## src/rtl/sip_pkg.sv

```systemverilog
package sip_pkg;

  // Single-cycle edge events produced by a synchroniser
  typedef struct packed {
    logic rise;
    logic fall;
  } edge_evt_t;

  localparam int unsigned SIP_DATA_W      = 8;
  localparam int unsigned SIP_ADDR_W      = 2;
  localparam int unsigned SIP_SYNC_STAGES = 2;

endpackage

```

## src/rtl/sip_edge_sync.sv

```systemverilog
module sip_edge_sync
  import sip_pkg::*;
#(
  parameter int unsigned STAGES = SIP_SYNC_STAGES
) (
  input  logic      clk,
  input  logic      clear_n,
  input  logic      async_i,
  output edge_evt_t evt_o,
  output logic      level_o
);

  // shreg[STAGES-1] is the synchronised level, shreg[STAGES] its previous value
  logic [STAGES:0] shreg;

  always_ff @(posedge clk or negedge clear_n) begin
    if (!clear_n) begin
      shreg <= '0;
    end else begin
      shreg <= {shreg[STAGES-1:0], async_i};
    end
  end

  assign level_o    = shreg[STAGES-1];
  assign evt_o.rise = shreg[STAGES-1] & ~shreg[STAGES];
  assign evt_o.fall = ~shreg[STAGES-1] & shreg[STAGES];

endmodule

```

## src/rtl/sip_data_pipe.sv

```systemverilog
module sip_data_pipe #(
  parameter int unsigned WIDTH  = 8,
  parameter int unsigned STAGES = 2
) (
  input  logic             clk,
  input  logic             clear_n,
  input  logic [WIDTH-1:0] data_i,
  output logic [WIDTH-1:0] data_o
);

  // Delays the data by the same number of stages as the strobe synchroniser
  logic [WIDTH-1:0] stage_q [STAGES];

  genvar gi;
  generate
    for (gi = 0; gi < STAGES; gi++) begin : g_stage
      if (gi == 0) begin : g_first
        always_ff @(posedge clk or negedge clear_n) begin
          if (!clear_n) stage_q[gi] <= '0;
          else          stage_q[gi] <= data_i;
        end
      end else begin : g_next
        always_ff @(posedge clk or negedge clear_n) begin
          if (!clear_n) stage_q[gi] <= '0;
          else          stage_q[gi] <= stage_q[gi-1];
        end
      end
    end
  endgenerate

  assign data_o = stage_q[STAGES-1];

endmodule

```

## src/rtl/sip_buffer.sv

```systemverilog
module sip_buffer #(
  parameter int unsigned WIDTH = 8
) (
  input  logic             clk,
  input  logic             clear_n,
  input  logic             load_i,
  input  logic [WIDTH-1:0] data_i,
  input  logic             read_sel_i,
  output logic [WIDTH-1:0] rdata_o
);

  logic [WIDTH-1:0] buf_q;

  always_ff @(posedge clk or negedge clear_n) begin
    if (!clear_n) begin
      buf_q <= '0;
    end else if (load_i) begin
      buf_q <= data_i;
    end
  end

  // Bus is driven with the buffer only during a decoded read
  assign rdata_o = read_sel_i ? buf_q : '0;

endmodule

```

## src/rtl/sip_handshake.sv

```systemverilog
module sip_handshake
  import sip_pkg::*;
(
  input  logic      clk,
  input  logic      clear_n,
  input  edge_evt_t stb_evt_i,
  input  edge_evt_t tpb_evt_i,
  input  logic      read_sel_i,
  output logic      ready_o,
  output logic      pending_o
);

  logic ready_q;
  logic pending_q;
  logic armed_q;

  // A read is armed when TPB rises while the port is decoded
  always_ff @(posedge clk or negedge clear_n) begin
    if (!clear_n) begin
      armed_q <= 1'b0;
    end else if (tpb_evt_i.rise) begin
      armed_q <= read_sel_i;
    end else if (tpb_evt_i.fall) begin
      armed_q <= 1'b0;
    end
  end

  // Strobe leading edge wins over a read completion in the same cycle
  always_ff @(posedge clk or negedge clear_n) begin
    if (!clear_n) begin
      ready_q <= 1'b0;
    end else if (stb_evt_i.rise) begin
      ready_q <= 1'b0;
    end else if (tpb_evt_i.fall && armed_q) begin
      ready_q <= 1'b1;
    end
  end

  // New data wins over an acknowledge in the same cycle
  always_ff @(posedge clk or negedge clear_n) begin
    if (!clear_n) begin
      pending_q <= 1'b0;
    end else if (stb_evt_i.fall) begin
      pending_q <= 1'b1;
    end else if (tpb_evt_i.rise && read_sel_i) begin
      pending_q <= 1'b0;
    end
  end

  assign ready_o   = ready_q;
  assign pending_o = pending_q;

endmodule

```

## src/rtl/strobe_in_port.sv

```systemverilog
module strobe_in_port
  import sip_pkg::*;
#(
  parameter int unsigned DATA_W      = SIP_DATA_W,
  parameter int unsigned ADDR_W      = SIP_ADDR_W,
  parameter int unsigned SYNC_STAGES = SIP_SYNC_STAGES,
  parameter logic [ADDR_W-1:0] PORT_ADDR = 2'b01
) (
  input  logic              clk,
  input  logic              clear_n,
  input  logic [DATA_W-1:0] pdata_i,
  input  logic              strobe_i,
  output logic              ready_o,
  input  logic              cs_i,
  input  logic [ADDR_W-1:0] ra_i,
  input  logic              rd_i,
  input  logic              tpb_i,
  output logic [DATA_W-1:0] rdata_o,
  input  logic              int_en_i,
  output logic              int_n_o
);

  edge_evt_t         stb_evt;
  edge_evt_t         tpb_evt;
  logic              stb_level;
  logic              tpb_level;
  logic [DATA_W-1:0] pdata_sync;
  logic              read_sel;
  logic              int_pending;

  assign read_sel = cs_i & rd_i & (ra_i == PORT_ADDR);

  sip_edge_sync #(.STAGES(SYNC_STAGES)) u_stb_sync (
    .clk     (clk),
    .clear_n (clear_n),
    .async_i (strobe_i),
    .evt_o   (stb_evt),
    .level_o (stb_level)
  );

  sip_edge_sync #(.STAGES(SYNC_STAGES)) u_tpb_sync (
    .clk     (clk),
    .clear_n (clear_n),
    .async_i (tpb_i),
    .evt_o   (tpb_evt),
    .level_o (tpb_level)
  );

  sip_data_pipe #(.WIDTH(DATA_W), .STAGES(SYNC_STAGES)) u_data_pipe (
    .clk     (clk),
    .clear_n (clear_n),
    .data_i  (pdata_i),
    .data_o  (pdata_sync)
  );

  sip_buffer #(.WIDTH(DATA_W)) u_buffer (
    .clk        (clk),
    .clear_n    (clear_n),
    .load_i     (stb_evt.fall),
    .data_i     (pdata_sync),
    .read_sel_i (read_sel),
    .rdata_o    (rdata_o)
  );

  sip_handshake u_handshake (
    .clk        (clk),
    .clear_n    (clear_n),
    .stb_evt_i  (stb_evt),
    .tpb_evt_i  (tpb_evt),
    .read_sel_i (read_sel),
    .ready_o    (ready_o),
    .pending_o  (int_pending)
  );

  // Open-drain style: pulled low only for an enabled pending request
  assign int_n_o = ~(int_pending & int_en_i);

endmodule

```

## config.mk

```make
export PLATFORM = sky130hd
export DESIGN_NAME = strobe_in_port
export DESIGN_NICKNAME = d
export VERILOG_FILES = /design/src/rtl/sip_pkg.sv /design/src/rtl/sip_edge_sync.sv /design/src/rtl/sip_data_pipe.sv /design/src/rtl/sip_buffer.sv /design/src/rtl/sip_handshake.sv /design/src/rtl/strobe_in_port.sv
export SDC_FILE = /design/constraint.sdc
export NUM_CORES = 1
export LEC_CHECK = 0
export ABC_AREA = 1
export CAP_MARGIN = 20
export CORE_MARGIN = 3
export CORE_UTILIZATION = 35
export DETAILED_ROUTE_END_ITERATION = 7
export GPL_ROUTABILITY_DRIVEN = 0
export REMOVE_ABC_BUFFERS = 1
export SYNTH_ARGS = -nofsm -noshare
export SYNTH_HDL_FRONTEND = slang
export SYNTH_SLANG_ARGS = --single-unit
```

## constraint.sdc

```tcl
create_clock -name clk -period 1.5 [get_ports clk]
set_input_delay 0.15 -clock clk [delete_from_list [all_inputs] [get_ports clk]]
set_output_delay 0.15 -clock clk [all_outputs]
set_load 0.1 [all_outputs]
```

==> impl_metrics.ini, run 1 <==
[cts]
clock_sinks = 33
cts_tree = yes
ctsHoldBuffers = 0
cts_made_buffers = 5
postCtsSetupBuffers = 0
ctsHtreeMaxLevel = 2
clk_latency_ns = 0.32
root_buffer = clkbuf_4
clk_pin_slew_ns = 0.09
clockBufferDepth = 2

[synthesis]
ys_ff_latch = 33
synth_cell_types = 13
avgSynthCellArea_sq_um = 12.62
synth_area_sq_um = 1124
syn_inst = 89
ys_seq_area_share_pct = 73.50
yosys_warnings = 0

[drt]
drc = 0
ant_nets = 0
vias = 694
top_layer = met4
dr_wl_met3_um = 127
viasPerCell = 4.181
wl_per_cell_um = 10.70
drt_first_pass_iters = 5
met2_length_um = 906
drtIter0Drc = 23
drt_wl_total_mm = 1.776
wl_met1_um = 695

[critical_path]
r2r_end = u_handshake.armed_q$_DFFE_PN0P_
cp.arrival_ns = 1.29
regToRegStartpoint = u_tpb_sync.shreg[1]$_DFF_PN0_
critPathRequiredTime_ns = 1.35
reg2regPathDepth = 5
crit_start = rd_i
crit_fanout = 8
crit_path_start_kind = input port
critPathKind = input port to primary output
reg2reg_slack_ns = 0.50
crit_path_end_kind = primary output

[run]
drv_cap = 0

[finish]
drive_gt1_share_pct = 31.45
antenna_cells = 0
multi_input_comb_area_sq_um = 260.3
final.fill_count = 251
final_cell_mix = dfrtp_1, inv_1, clkdlybuf4s50_1
ff_latch_area_sq_um = 825.8
fin_area_sq_um = 1659
nets = 142
layout_commonest_cell = dfrtp_1
syn_to_final_growth_pct = 47.66

[timing]
slew_headroom_pct = 73.75
hold_viol = 0
finalSetupViolCount = 0
hold_slack_ns = 0.2138
max_freq_ghz = 0.6959
timing.final.crit_share_pct = 95.80
final.setup_skew_ns = 0.004425
worst_pin_slew_ns = 0.3937
drv_slew = 0
rsz0062_at_grt = true
fin_crit_ns = 1.437

[grt]
grt_pass1_vias = 718
grt_usage_pct = 10.61
grt_overflow = 0
grt_max_degree = 34
antenna_found_initial = 0
grt_pass1_wl_mm = 3.070

[placed_design]
io_buffers = 26
dp.final_hpwl_mm = 1.246
post_dp_cell_area_sq_um = 1536

[floorplan]
die_area_sq_um = 3926
placementRows = 19
io_pins = 27
coreArea_sq_um = 2900
dieHeight_um = 62.66
die_w_um = 62.66
initial_core_util_pct = 38.74

[outcome]
status = completed

[power_and_ir_drop]
power.density_nw_per_um2 = 1134
peakVddDrop_v = 0.0007183
p_leak_nw = 0.8010

[hold_path]
hp-class = input port to async pin
==> state kept, by name (all words and copies together), names as in the netlist <==
| signal | count |
|---|---|
| u_handshake.pending_o | 1 |
| u_buffer.buf_q | 8 |
| u_handshake.ready_o | 1 |
| u_stb_sync.shreg | 3 |
| u_tpb_sync.shreg | 3 |
| u_data_pipe.stage_q | 8 |
| u_handshake.armed_q | 1 |
| u_data_pipe.data_o | 8 |
==> worst max-delay path: stages <==
cell and delay, ns:
clkdlybuf4s50_1 0.45, inv_1 0.06, nor2_4 0.13, nand2_4 0.13, nor2_2 0.16, buf_12 0.19
==> worst max path at each step <==
stage | endpoint | slack (ns) | depth (start not counted)
2_1_floorplan | rdata_o[0] | -0.37 | 4
3_3_place_gp | rdata_o[0] | -0.07 | 6
3_5_place_dp | rdata_o[5] | -0.12 | 6
4_1_cts | rdata_o[4] | 0.01 | 6
5_1_grt | rdata_o[1] | -0.03 | 6
6_report | rdata_o[3] | 0.06 | 6
==> report_power, final <==
group | switching [W] | total, W | internal [W]
clock network | 0.000275 | 0.000673 | 0.000398
logic | 0.000145 | 0.000244 | 0.0000987
registers | 0.0000177 | 0.000965 | 0.000947
total | 0.000438 | 0.00188 | 0.00144
==> area by class of cell <==
cell class / instances / area share, %
well taps: 42 / 3.167
multi-input cells: 39 / 15.69
clock buffers: 7 / 3.318
repair buffers: 28 / 22.62
clock inverters: 1 / 1.810
inverters: 16 / 3.620
flip-flops and latches: 33 / 49.77
==> timing repair <==
action / 4_1_cts / 5_1_grt
endpoints found under the setup margin: 8 / 8
resized for setup: 11 / 1
pin swaps: 1 / 0
==> metal layers <==
layer  GRT usage (%)  vias up
met5               0        -
met2           17.58       20
met3           5.396        4
met4           7.438        0
met1           10.13      337
li1                -      333
==> cells in the mapped netlist <==
cell type | count | area share (%)
dfrtp_1 | 33 | 73
inv_1 | 16 | 5.3
nor2_1 | 16 | 5.3
a21oi_2 | 8 | 6.2
nand2_1 | 7 | 2.3
ha_1 | 2 | 2.2
buf_8 | 1 | 1.3
nand2_2 | 1 | 0.56
nand2_4 | 1 | 1.0
nand3_1 | 1 | 0.45
nand4_1 | 1 | 0.56
nor2_2 | 1 | 0.56
o22ai_1 | 1 | 0.56
==> metrics by stage <==
stage | utilization [%] | instances | total power, W | setup slack, ns | TNS (ns)
floorplan | - | 88 | 0.001104 | -0.3717 | -2.973
global placement | 52.98 | 158 | 0.001212 | -0.07364 | -0.4622
detailed placement | 52.98 | 158 | 0.001219 | -0.1167 | -0.7026
CTS | 57.03 | 166 | 0.001913 | 0.01065 | 0
global route | 57.20 | 166 | 0.001982 | -0.02668 | -0.08955
finish | 57.20 | 166 | 0.001882 | 0.06300 | 0
==> logic make-up after synthesis <==
kind of cell | synth area share, %
adder cells (fa/ha/maj) | 2.227
buffers and inverters | 6.681
flip-flops | 73.50
AND/OR/NAND/NOR | 10.80
AO/OA/AOI/OAI | 6.793
Power figures use the tool's default switching activity.
==> run 2: changes to the inputs <==
--- a/config.mk
+++ b/config.mk
@@ -10,7 +10,9 @@
 export CORE_MARGIN = 3
 export CORE_UTILIZATION = 35
 export DETAILED_ROUTE_END_ITERATION = 7
+export DONT_BUFFER_PORTS = 1
 export GPL_ROUTABILITY_DRIVEN = 0
+export GPL_TIMING_DRIVEN = 0
 export REMOVE_ABC_BUFFERS = 1
 export SYNTH_ARGS = -nofsm -noshare
 export SYNTH_HDL_FRONTEND = slang
==> run 2 against run 1 <==
Effect of this change:
- via count down 9.4%
- worst hold slack worse by 0.19 ns
- sequential power up 0.5%
- cell count down 10%
- clock-buffer cell count unchanged
- die area unchanged
- maximum frequency up 0.76%
- highest routed layer unchanged
==> impl_metrics.ini, run 2 (synthesis gave the netlist of run 1 again) <==
[drt]
vias = 629
ant_nets = 0
drt_wl_total_mm = 1.748
drtIter0Drc = 5
viasPerCell = 4.221
wl_per_cell_um = 11.73
drt_first_pass_iters = 2
drc = 0

[hold_path]
min_path_cells = 3
min_from = ra_i[1]
hp-class = input port to register
hold_end = u_handshake.armed_q$_DFFE_PN0P_

[cts]
postCtsSetupBuffers = 0
root_buffer = clkbuf_4
cts_made_buffers = 5
cts_tree = yes
ctsHtreeMaxLevel = 2
clockBufferDepth = 2
clk_latency_ns = 0.33
clk_pin_slew_ns = 0.09
clock_sinks = 33

[placed_design]
io_buffers = 0
post_dp_cell_area_sq_um = 1181
dp.final_hpwl_mm = 1.122

[timing]
worst_pin_slew_ns = 0.8995
timing.final.crit_share_pct = 95.07
rsz0062_at_grt = false
finalSetupViolCount = 0
drv_slew = 0
hold_viol = 0
fin_crit_ns = 1.426
max_freq_ghz = 0.7012
setup_tns_ns = 0
slew_headroom_pct = 40.04
final.setup_skew_ns = 0.009685

[power_and_ir_drop]
peakVddDrop_v = 0.0007491
p_total_w = 0.001658
power.density_nw_per_um2 = 1177
p_leak_nw = 0.6788

[finish]
syn_to_final_growth_pct = 25.39
antenna_cells = 0
fin_area_sq_um = 1409
layout_commonest_cell = dfrtp_1
final_cell_mix = dfrtp_1, inv_1, dlygate4sd3_1
drive_gt1_share_pct = 25.23
nets = 126
final.fill_count = 269

[grt]
grt_most_used_layer = met2
met2_usage_pct = 16.78
gr-usage-met1_pct = 13.07
grt_use_met3_pct = 3.237
grt_max_degree = 34
grt_overflow = 0
antenna_found_initial = 0
grt_pass1_wl_mm = 3.187
grt_usage_pct = 10.89
grt_pass1_vias = 679

[critical_path]
critPathKind = register to primary output
reg2reg_slack_ns = 0.22
crit_fanout = 2
critPathRequiredTime_ns = 1.35
crit_path_end_kind = primary output
cp.arrival_ns = 1.28
reg2regPathDepth = 2
r2r_end = u_handshake.ready_o$_DFFE_PN0P_
regToRegStartpoint = u_handshake.ready_o$_DFFE_PN0P_
crit_path_start_kind = register

[floorplan]
initial_core_util_pct = 38.74
dieHeight_um = 62.66
io_pins = 27
die_area_sq_um = 3926
placementRows = 19
die_w_um = 62.66
coreArea_sq_um = 2900

[run]
drv_cap = 0

[outcome]
status = completed
-- run 2: changes by cell type in the layout (fill, tap and decap cells not counted), sizes merged --
| cell | previous run | this run |
|---|---|---|
| clkdlybuf4s50 | 16 | 0 |
| buf | 12 | 1 |
| dlygate4sd3 | 0 | 11 |
| bufinv | 1 | 0 |
-- run 2: power by group --
part	switching [W]	internal, W	total [W]	leakage, nW
sequential	0.0000225	0.000947	0.000970	0.381
clock	0.000268	0.000221	0.000489	0.0314
combinational	0.000143	0.0000567	0.000199	0.266
total	0.000433	0.00123	0.00166	0.679
-- run 2: layer usage --
layer | up-vias | routed length, um
met3 | 5 | 105
met5 | - | 0
met2 | 18 | 927
met4 | 0 | 32
met1 | 303 | 682
li1 | 303 | -
-- run 2: worst max path at each step --
stage	from	end	slack (ns)	depth (start not counted)
after floorplan	rd_i	rdata_o[0]	-0.37	4
after global placement	rd_i	rdata_o[1]	-0.53	4
after detailed placement	rd_i	rdata_o[7]	-0.12	4
after CTS	u_buffer.buf_q[4]$_DFFE_PN0P_	rdata_o[4]	-0.21	2
after global routing	rd_i	rdata_o[4]	0.001	4
final	u_handshake.ready_o$_DFFE_PN0P_	ready_o	0.07	0
-- run 2: stage by stage --
step                utilization (%)  instances  hold WS [ns]  worst slack, ns
floorplan                         -         88       -0.1456          -0.3717
global placement              40.03        130       -0.1448          -0.5322
detailed placement            40.72        130       -0.1447          -0.1192
CTS                           48.23        149       0.01873          -0.2068
global route                  48.58        149       0.03117         0.001029
finish                        48.58        149       0.02642          0.07388
-- run 2: cell type report --
type	count	area [sq um]	area share (%)
multi-input cells	39	285.3	20.25
flip-flops and latches	33	825.8	58.61
clock buffers	7	55.05	3.908
repair buffers	12	130.1	9.236
inverters	16	60.06	4.263
well taps	42	52.55	3.730
-- run 2: what timing repair did --
item                                    CTS  global route
endpoints found under the hold margin    43             0
resized for setup                         7             2
hold buffers                             12             0
endpoints found under the setup margin    9             2
==> run 3: changes to the inputs <==
--- a/config.mk
+++ b/config.mk
@@ -12,8 +12,6 @@
 export DETAILED_ROUTE_END_ITERATION = 7
 export DONT_BUFFER_PORTS = 1
 export GPL_ROUTABILITY_DRIVEN = 0
-export GPL_TIMING_DRIVEN = 0
-export REMOVE_ABC_BUFFERS = 1
 export SYNTH_ARGS = -nofsm -noshare
 export SYNTH_HDL_FRONTEND = slang
 export SYNTH_SLANG_ARGS = --single-unit
==> run 3 against run 2 <==
Effect of this change:
- flip-flop and latch count did not move
- cell count rose by 7.4%
- critical path depth rose by 3
- critical endpoint is now rdata_o[0]
- clock-buffer cell count unchanged
- non-clock buffer count rose by 10
- register-to-register slack gained 0.26 ns
- die area stayed put
- utilization up 5.1 points
- clock skew is essentially flat
- worst setup slack improved by 0.18 ns
- combinational power increased by 7%
==> impl_metrics.ini, run 3 (synthesis gave the netlist of run 1 again) <==
[floorplan]
placementRows = 19
die_w_um = 62.66
die_area_sq_um = 3926
initial_core_util_pct = 38.74
io_pins = 27
dieHeight_um = 62.66
coreArea_sq_um = 2900

[critical_path]
critPathBufInv = 2
crit_chain = inv_1 -> nor2_2 -> buf_12
slowest_stage = dfrtp_1
critPathKind = register to primary output
regToRegStartpoint = u_tpb_sync.shreg[1]$_DFF_PN0_
crit_path_start_kind = register
max_stage_delay_ns = 0.34
crit_family = flip-flops
crit_fanout = 2
cp.arrival_ns = 1.09
critPathRequiredTime_ns = 1.35
crit_path_end_kind = primary output
crit_start = u_buffer.buf_q[0]$_DFFE_PN0P_

[finish]
drive_gt1_share_pct = 32.20
final_cell_mix = dfrtp_1, inv_1, dlygate4sd3_1
antenna_cells = 0
nets = 136
layout_commonest_cell = dfrtp_1
syn_to_final_growth_pct = 38.53
fin_area_sq_um = 1556

[drt]
drt_wl_total_mm = 1.654
viasPerCell = 4.119
ant_nets = 0
drt_first_pass_iters = 4
wl_per_cell_um = 10.34
vias = 659
drtIter0Drc = 6
drc = 0

[grt]
grt_max_degree = 34
met2_usage_pct = 14.91
grt_overflow = 0
gr-usage-met1_pct = 10.96
grt_use_met3_pct = 3.957
grt_usage_pct = 9.692
grt_most_used_layer = met2
antenna_found_initial = 0
grt_pass1_wl_mm = 2.898
grt_pass1_vias = 685

[timing]
drv_slew = 0
rsz0062_at_grt = false
finalWorstSetupSlack_ns = 0.2576
fin_crit_ns = 1.242
hold_viol = 0
max_freq_ghz = 0.8049
worst_pin_slew_ns = 0.2793
finalSetupViolCount = 0
final.setup_skew_ns = 0.009845
timing.final.crit_share_pct = 82.83
slew_headroom_pct = 81.53

[cts]
cts_resized = 0
postCtsSetupBuffers = 0
cts_tree = yes
clock_sinks = 33
clk_latency_ns = 0.32
root_buffer = clkbuf_4
cts_made_buffers = 5
ctsHtreeMaxLevel = 2
ctsHoldBuffers = 12
clk_pin_slew_ns = 0.10
clockBufferDepth = 2

[hold_path]
min_from = ra_i[1]
hp-class = input port to register

[run]
drv_cap = 0

[placed_design]
dp.final_hpwl_mm = 1.118
pre_cts_ws_ns = 0.3709
post_dp_cell_area_sq_um = 1356
io_buffers = 0

[outcome]
status = completed

[power_and_ir_drop]
pwr-share-clk_pct = 31.8
switching_share_pct = 25.05
power.density_nw_per_um2 = 1111
p_leak_nw = 0.7619
comb_power_share_pct = 12.3
power_frac_seq_pct = 55.8
p_sw_w = 0.0004332
intPower_w = 0.001296
peakVddDrop_v = 0.0007227

[synthesis]
synth_nets = 108
## run 3: layer usage
layer	share of wire [%]	vias up
met4	3.2	0
met1	43	307
met2	48	22
li1	-	322
met3	6.2	8
met5	0	-
## run 3: power groups by stage
stage          combinational, W  sequential, W  clock [W]
3_5_place_dp           0.000171       0.000984          0
6_report               0.000213       0.000966   0.000550
5_1_grt                0.000232       0.000972   0.000614
4_1_cts                0.000217       0.000966   0.000571
3_3_place_gp           0.000168       0.000982          0
2_1_floorplan          0.000126       0.000983          0
## run 3: worst reg2reg max path, stage by stage, from the launching register on
cell and delay [ns]:
dfrtp_1 0.39, inv_1 0.05, ha_1 0.30, inv_1 0.06
nand4_1 0.09, nand2_1 0.08
## run 3: cell type report
type | instances | area (sq um)
Sequential cell | 33 | 825.8
Tap cell | 42 | 52.55
Inverter | 16 | 60.06
Timing Repair Buffer | 22 | 305.3
Fill cell | 262 | 1344
Multi-Input combinational cell | 39 | 242.7
Clock buffer | 7 | 65.06
Clock inverter | 1 | 5.005
## run 3: worst paths after layout
kind	to	slack, ns	depth (start not counted)
max in group asynchronous	u_stb_sync.shreg[1]$_DFF_PN0_	1.08	2
min in group asynchronous	u_handshake.ready_o$_DFFE_PN0P_	0.25	2
max	rdata_o[0]	0.26	3
min reg2reg	u_tpb_sync.shreg[1]$_DFF_PN0_	0.35	0
min	u_handshake.armed_q$_DFFE_PN0P_	0.02	3
max reg2reg	u_handshake.armed_q$_DFFE_PN0P_	0.48	5
## run 3: through the flow
step	total power, W	hold slack [ns]	cells	TNS, ns	utilization [%]
finish	0.001729	0.02277	160	0	53.67
detailed placement	0.001156	-0.1446	140	0	46.76
CTS	0.001753	0.01431	160	0	53.67
global route	0.001818	0.02541	160	0	53.67
global placement	0.001150	-0.1446	140	0	46.76
floorplan	0.001109	-0.1456	89	-2.973	-
